$ cat config.mk
export PLATFORM = sky130hd
export DESIGN_NAME = bkup_ctrl
export DESIGN_NICKNAME = d
export VERILOG_FILES = /design/src/rtl/bkup_pkg.sv /design/src/rtl/bkup_mode_det.sv /design/src/rtl/bkup_switch_seq.sv /design/src/rtl/bkup_status_ovr.sv /design/src/rtl/bkup_ctrl.sv
export SDC_FILE = /design/constraint.sdc
export NUM_CORES = 1
export LEC_CHECK = 0
export ABC_AREA = 0
export CAP_MARGIN = 0
export CORE_AREA = 2 2 39 41
export DETAILED_ROUTE_END_ITERATION = 16
export DIE_AREA = 0 0 41 43
export DONT_BUFFER_PORTS = 1
export GPL_ROUTABILITY_DRIVEN = 0
export HOLD_SLACK_MARGIN = 0.06
export PLACE_DENSITY_LB_ADDON = 0.1
export SLEW_MARGIN = 20
export SYNTH_ARGS = -nofsm -noshare
export SYNTH_HDL_FRONTEND = slang
export SYNTH_SLANG_ARGS = --single-unit
$ cat constraint.sdc
create_clock -name clk -period 1 [get_ports clk]
set_input_delay 0.2 -clock clk [delete_from_list [all_inputs] [get_ports clk]]
set_output_delay 0.2 -clock clk [all_outputs]
set_load 0.02 [all_outputs]
$ cat src/rtl/bkup_pkg.sv
package bkup_pkg;
  // status vector layout
  localparam int STAT_W   = 5;
  localparam int IDX_LOWW = 0;  // low-supply warning, active low
  localparam int IDX_RSTN = 1;  // reset, active low
  localparam int IDX_RST  = 2;  // reset, active high
  localparam int IDX_WDOK = 3;  // watchdog fault, active low
  localparam int IDX_CE   = 4;  // chip enable
  // level each status line takes in backup mode
  localparam logic [STAT_W-1:0] STAT_FORCED = 5'b11100;

  typedef struct packed {
    logic sel_main;
    logic sel_bat;
  } sw_sel_t;
endpackage

$ cat src/rtl/bkup_mode_det.sv
module bkup_mode_det (
  input  logic clk,
  input  logic rst,
  input  logic vcc_below_rst,
  input  logic vcc_above_bat,
  output logic want_bkup,
  output logic mode_q
);
  // both conditions are required for backup
  assign want_bkup = vcc_below_rst & ~vcc_above_bat;

  always_ff @(posedge clk) begin
    if (rst) mode_q <= 1'b0;
    else     mode_q <= want_bkup;
  end
endmodule

$ cat src/rtl/bkup_switch_seq.sv
module bkup_switch_seq
  import bkup_pkg::*;
(
  input  logic    clk,
  input  logic    rst,
  input  logic    mode_q,
  output sw_sel_t sel_q
);
  sw_sel_t sel_d;

  // an enable may only rise once the opposite one is already low
  always_comb begin
    sel_d.sel_main = ~mode_q & ~sel_q.sel_bat;
    sel_d.sel_bat  =  mode_q & ~sel_q.sel_main;
  end

  always_ff @(posedge clk) begin
    if (rst) begin
      sel_q.sel_main <= 1'b1;
      sel_q.sel_bat  <= 1'b0;
    end else begin
      sel_q <= sel_d;
    end
  end
endmodule

$ cat src/rtl/bkup_status_ovr.sv
module bkup_status_ovr #(
  parameter int               W      = 5,
  parameter logic [W-1:0]     FORCED = '0
) (
  input  logic         clk,
  input  logic         rst,
  input  logic         force_en,
  input  logic [W-1:0] raw,
  output logic [W-1:0] stat_q
);
  for (genvar i = 0; i < W; i++) begin : g_line
    always_ff @(posedge clk) begin
      if (rst)           stat_q[i] <= FORCED[i];
      else if (force_en) stat_q[i] <= FORCED[i];
      else               stat_q[i] <= raw[i];
    end
  end
endmodule

$ cat src/rtl/bkup_ctrl.sv
module bkup_ctrl
  import bkup_pkg::*;
(
  input  logic clk,
  input  logic rst,
  input  logic vcc_below_rst,
  input  logic vcc_above_bat,
  input  logic vcc_ge_4v,
  input  logic bat_ok_raw,
  input  logic pf_ok_raw,
  input  logic low_warn_raw_n,
  input  logic rst_n_raw,
  input  logic rst_raw,
  input  logic wdog_ok_raw_n,
  input  logic ce_raw,
  input  logic mr_n,
  input  logic wdi,
  output logic sel_main,
  output logic sel_bat,
  output logic bat_on,
  output logic low_warn_n,
  output logic rst_n_o,
  output logic rst_o,
  output logic wdog_ok_n,
  output logic ce_o,
  output logic pf_ok_o,
  output logic bat_ok_o,
  output logic mr_n_fwd,
  output logic wdi_fwd
);
  logic              want_bkup;
  logic              mode_q;
  sw_sel_t           sel_q;
  logic [STAT_W-1:0] stat_raw;
  logic [STAT_W-1:0] stat_q;
  logic              bat_on_q;
  logic              pf_q, bok_q, mr_q, wdi_q;

  bkup_mode_det u_mode (
    .clk           (clk),
    .rst           (rst),
    .vcc_below_rst (vcc_below_rst),
    .vcc_above_bat (vcc_above_bat),
    .want_bkup     (want_bkup),
    .mode_q        (mode_q)
  );

  bkup_switch_seq u_sw (
    .clk    (clk),
    .rst    (rst),
    .mode_q (mode_q),
    .sel_q  (sel_q)
  );

  always_comb begin
    stat_raw           = '0;
    stat_raw[IDX_LOWW] = low_warn_raw_n;
    stat_raw[IDX_RSTN] = rst_n_raw;
    stat_raw[IDX_RST]  = rst_raw;
    stat_raw[IDX_WDOK] = wdog_ok_raw_n;
    stat_raw[IDX_CE]   = ce_raw;
  end

  bkup_status_ovr #(
    .W      (STAT_W),
    .FORCED (STAT_FORCED)
  ) u_ovr (
    .clk      (clk),
    .rst      (rst),
    .force_en (want_bkup),
    .raw      (stat_raw),
    .stat_q   (stat_q)
  );

  // battery-on indicator tracks the cell enable as its own flop
  always_ff @(posedge clk) begin
    if (rst) bat_on_q <= 1'b0;
    else     bat_on_q <= mode_q & ~sel_q.sel_main;
  end

  // status gated by the 4 V flag, and inputs blocked in backup
  always_ff @(posedge clk) begin
    if (rst) begin
      pf_q  <= 1'b0;
      bok_q <= 1'b0;
      mr_q  <= 1'b1;
      wdi_q <= 1'b0;
    end else begin
      pf_q  <= vcc_ge_4v & pf_ok_raw;
      bok_q <= vcc_ge_4v & bat_ok_raw;
      mr_q  <= want_bkup | mr_n;
      if (!want_bkup) wdi_q <= wdi;
    end
  end

  assign sel_main   = sel_q.sel_main;
  assign sel_bat    = sel_q.sel_bat;
  assign bat_on     = bat_on_q;
  assign low_warn_n = stat_q[IDX_LOWW];
  assign rst_n_o    = stat_q[IDX_RSTN];
  assign rst_o      = stat_q[IDX_RST];
  assign wdog_ok_n  = stat_q[IDX_WDOK];
  assign ce_o       = stat_q[IDX_CE];
  assign pf_ok_o    = pf_q;
  assign bat_ok_o   = bok_q;
  assign mr_n_fwd   = mr_q;
  assign wdi_fwd    = wdi_q;
endmodule

==> results.rst <==
.. list-table::
   :header-rows: 1

   * - Metric
     - Value
   * - Critical path startpoint
     - rst_raw
   * - Final antenna-violating net count
     - 0
   * - Crit path setup slack, layout
     - 0.0688 ns
   * - CTS sink cnt
     - 12
   * - Final wirelength
     - 704 um
   * - Run status
     - complete, no violations
   * - Total Neg Setup Slack
     - 0 ns
   * - Final Setup Violations
     - 0
   * - Critical path capture point type
     - flop
   * - Antenna violations before repair
     - 0
   * - Critical path startpoint category
     - input port
   * - Delay-heaviest family, CP
     - buffers and inverters
   * - Routed WL per cell
     - 13.0 um
   * - Std-Cell Core Area
     - 1380 um^2
   * - Total nets after synthesis
     - 43
   * - Synthesis-stage register bit count
     - 12
   * - Pin slew with the least headroom to its limit
     - 0.240 ns
   * - Max Cap Viol
     - 0
   * - Commonest cells after routing, fill and taps aside
     - 12 x sky130_fd_sc_hd__dfxtp_1, 6 x sky130_fd_sc_hd__dlygate4sd3_1, 4 x sky130_fd_sc_hd__or3_1
   * - Number of buffers and inverters on the critical path
     - 1
   * - Average vias per placed instance
     - 4.61
   * - Area added between synthesis and finish
     - 30.4%
   * - Total power after layout
     - 952 uW
   * - Yosys warns
     - 0
   * - Clock input transition at the sequential cells of the worst setup and hold paths
     - 0.07 ns
   * - Critical path type
     - in -> reg
   * - First drt pass iteration count
     - 2
   * - Clock insertion delay at the later pin of the skew report
     - 0.26 ns
   * - Final hold slack
     - 0.00876 ns
   * - Number of DRC violations after detailed routing
     - 0
   * - Cell breakdown of the critical path
     - dlygate4sd3_1 -> or3_1
   * - Leading post-synthesis cells by cell area
     - sky130_fd_sc_hd__dfxtp_1 64%, sky130_fd_sc_hd__or3_1 6.7%, sky130_fd_sc_hd__nor3b_1 6.0%, sky130_fd_sc_hd__and3b_2 5.4%, sky130_fd_sc_hd__buf_6 3.0%
   * - IO Pins
     - 26
   * - Post-synthesis instance total
     - 29
   * - Max IR drop VDD
     - 0.624 mV
   * - DR iter-0 viols
     - 2
   * - Antenna diode count
     - 0
   * - Register area
     - 240 um^2
   * - Area share of the largest cell type after synthesis
     - 64.2%
   * - Sequential-to-total area share from yosys stat
     - 64.2%
   * - FMAX
     - 1.07 GHz
   * - GRT Resource Usage Total
     - 8.87%
   * - Quantity of I/O buffers inserted on ports
     - 0
   * - Power per cell area
     - 1950 nW/um^2
   * - Pin count of the biggest net entering global routing
     - 14
   * - Mapped cell area
     - 374 um^2
   * - Fin nets
     - 53
   * - Start point of the worst hold path
     - rst
   * - Max-slew headroom at the worst pin
     - 84.0%
   * - Placement Setup Slack
     - 0.179 ns
   * - CTS H-tree depth
     - 1
   * - Wire length of the first global-routing pass
     - 986 um
   * - Hold Crit Class
     - in -> reg
   * - Hold buffer count at cts
     - 6
   * - Number of placement rows
     - 14
   * - Fin crit share
     - 93.1%
   * - Unrepaired setup endpoints after global routing
     - no
   * - Via total after detailed routing
     - 249
   * - Number of buffers inserted by post-CTS setup repair
     - 0
   * - Number of distinct library cells after synthesis
     - 12
   * - Crit path max-delay cell type
     - sky130_fd_sc_hd__dlygate4sd3_1
   * - Share of final-layout standard cells stronger than drive strength 1
     - 23.7%
   * - Max incr delay on CP
     - 0.53 ns
   * - Minimum clock period after layout
     - 0.931 ns
   * - Effective utilization at floorplan
     - 27.0%
   * - TritonCTS clock tree
     - yes
   * - Average instance area after synthesis
     - 12.9 um^2
   * - Data required time at the worst endpoint
     - 1.15 ns
   * - Most common cell after layout, fill and taps aside
     - sky130_fd_sc_hd__dfxtp_1
   * - Finished Layout Cells
     - 54
   * - Pins over their slew limit
     - 0
   * - Maximum fanout count along the critical path
     - 1
   * - Global-route congestion overflow total
     - 0
   * - DIE WIDTH
     - 41 um
   * - Fillers
     - 143
   * - Number of buffers inserted during clock tree synthesis
     - 3
   * - Standby leakage power
     - 0.202 nW
   * - Data arrival time at the worst-slack endpoint
     - 1.08 ns
   * - DIE AREA
     - 1760 um^2
   * - Die height
     - 43 um
   * - Via count of the first global-routing pass
     - 236
   * - Reg-to-reg critical path startpoint
     - wdi_fwd$_SDFFE_PP0N_
   * - Placed Cells
     - 44
   * - Multi-input gate area in the final layout
     - 120 um^2
   * - Post-route clock skew
     - 0.0000787 ns
   * - Area leader, netlist
     - sky130_fd_sc_hd__dfxtp_1
   * - Root Buffer
     - sky130_fd_sc_hd__clkbuf_4
   * - Buffers from clock root to sink, at most
     - 2
   * - Count of final hold-check violations
     - 0
[routing by layer]
metal	global-route usage, %	share of wire, %	vias to the layer above
met5	0	0	-
met4	6.00	0	0
met3	5.24	14	0
met2	11.3	47	16
met1	10.7	38	115
li1	-	-	118
[power breakdown]
group | internal (mW) | leakage [nW] | switching [mW]
registers | 0.499 | 0.0990 | 0.0338
logic | 0.0344 | 0.0819 | 0.0116
clock network | 0.221 | 0.0210 | 0.152
total | 0.754 | 0.202 | 0.198
[cell type report]
cell class                      count  area share (%)
Clock buffer                        4            7.44
Multi-Input combinational cell     15            24.6
Sequential cell                    12            49.2
Tap cell                           16            4.10
Timing Repair Buffer                7            14.6
[stage by stage]
| stage | instance area [um^2] | utilization [%] |
|---|---|---|
| floorplan | 374 | - |
| global placement | 383 | 27.7 |
| detailed placement | 383 | 27.7 |
| CTS | 479 | 34.6 |
| global route | 488 | 35.3 |
| finish | 488 | 35.3 |
[worst reg2reg max path, cell delays in order (launching register included)]
cell and delay [ns]:
sky130_fd_sc_hd__dfxtp_1 0.45, sky130_fd_sc_hd__nand4bb_1 0.14, sky130_fd_sc_hd__o21ai_0 0.08
[synthesized netlist by cell type]
library cell	count
sky130_fd_sc_hd__nor2b_2	1
sky130_fd_sc_hd__nand4bb_1	1
sky130_fd_sc_hd__and3b_2	2
sky130_fd_sc_hd__dfxtp_1	12
sky130_fd_sc_hd__or3_1	4
sky130_fd_sc_hd__o21bai_1	1
sky130_fd_sc_hd__o21ai_0	1
sky130_fd_sc_hd__nor3b_1	3
sky130_fd_sc_hd__buf_4	1
sky130_fd_sc_hd__buf_6	1
sky130_fd_sc_hd__and2b_2	1
sky130_fd_sc_hd__nand2b_1	1
[logic make-up (layout without fill, tap and decap cells)]
family	count (synthesis)	count (layout)	synth area share [%]
AND/OR/NAND/NOR	13	13	27.4
AO/OA/AOI/OAI	2	2	3.34
flip-flops	12	12	64.2
buffers and inverters	2	11	5.02
[worst paths after layout]
| kind | end | slack, ns | cells past startpoint |
|---|---|---|---|
| setup / recovery | u_ovr.stat_q[2]$_SDFF_PP1_ | 0.07 | 2 |
| hold / removal | u_sw.sel_q[0]$_SDFF_PP0_ | 0.009 | 1 |
| setup reg to reg | wdi_fwd$_SDFFE_PP0N_ | 0.25 | 2 |
| hold reg to reg | u_sw.sel_q[1]$_SDFF_PP1_ | 0.42 | 1 |
[state kept, by name (all words and copies together), names as in the netlist]
name and cells:
u_sw.sel_q 2, mr_n_fwd 1, u_mode.mode_q 1, u_ovr.stat_q 5
bat_ok_o 1, wdi_fwd 1, pf_ok_o 1
[repair_timing]
item,in CTS,in global routing
gates resized for setup,0,2
endpoints found under the setup margin,0,4
endpoints found under the hold margin,8,6
No activity file was read; power rests on OpenSTA's default activity.
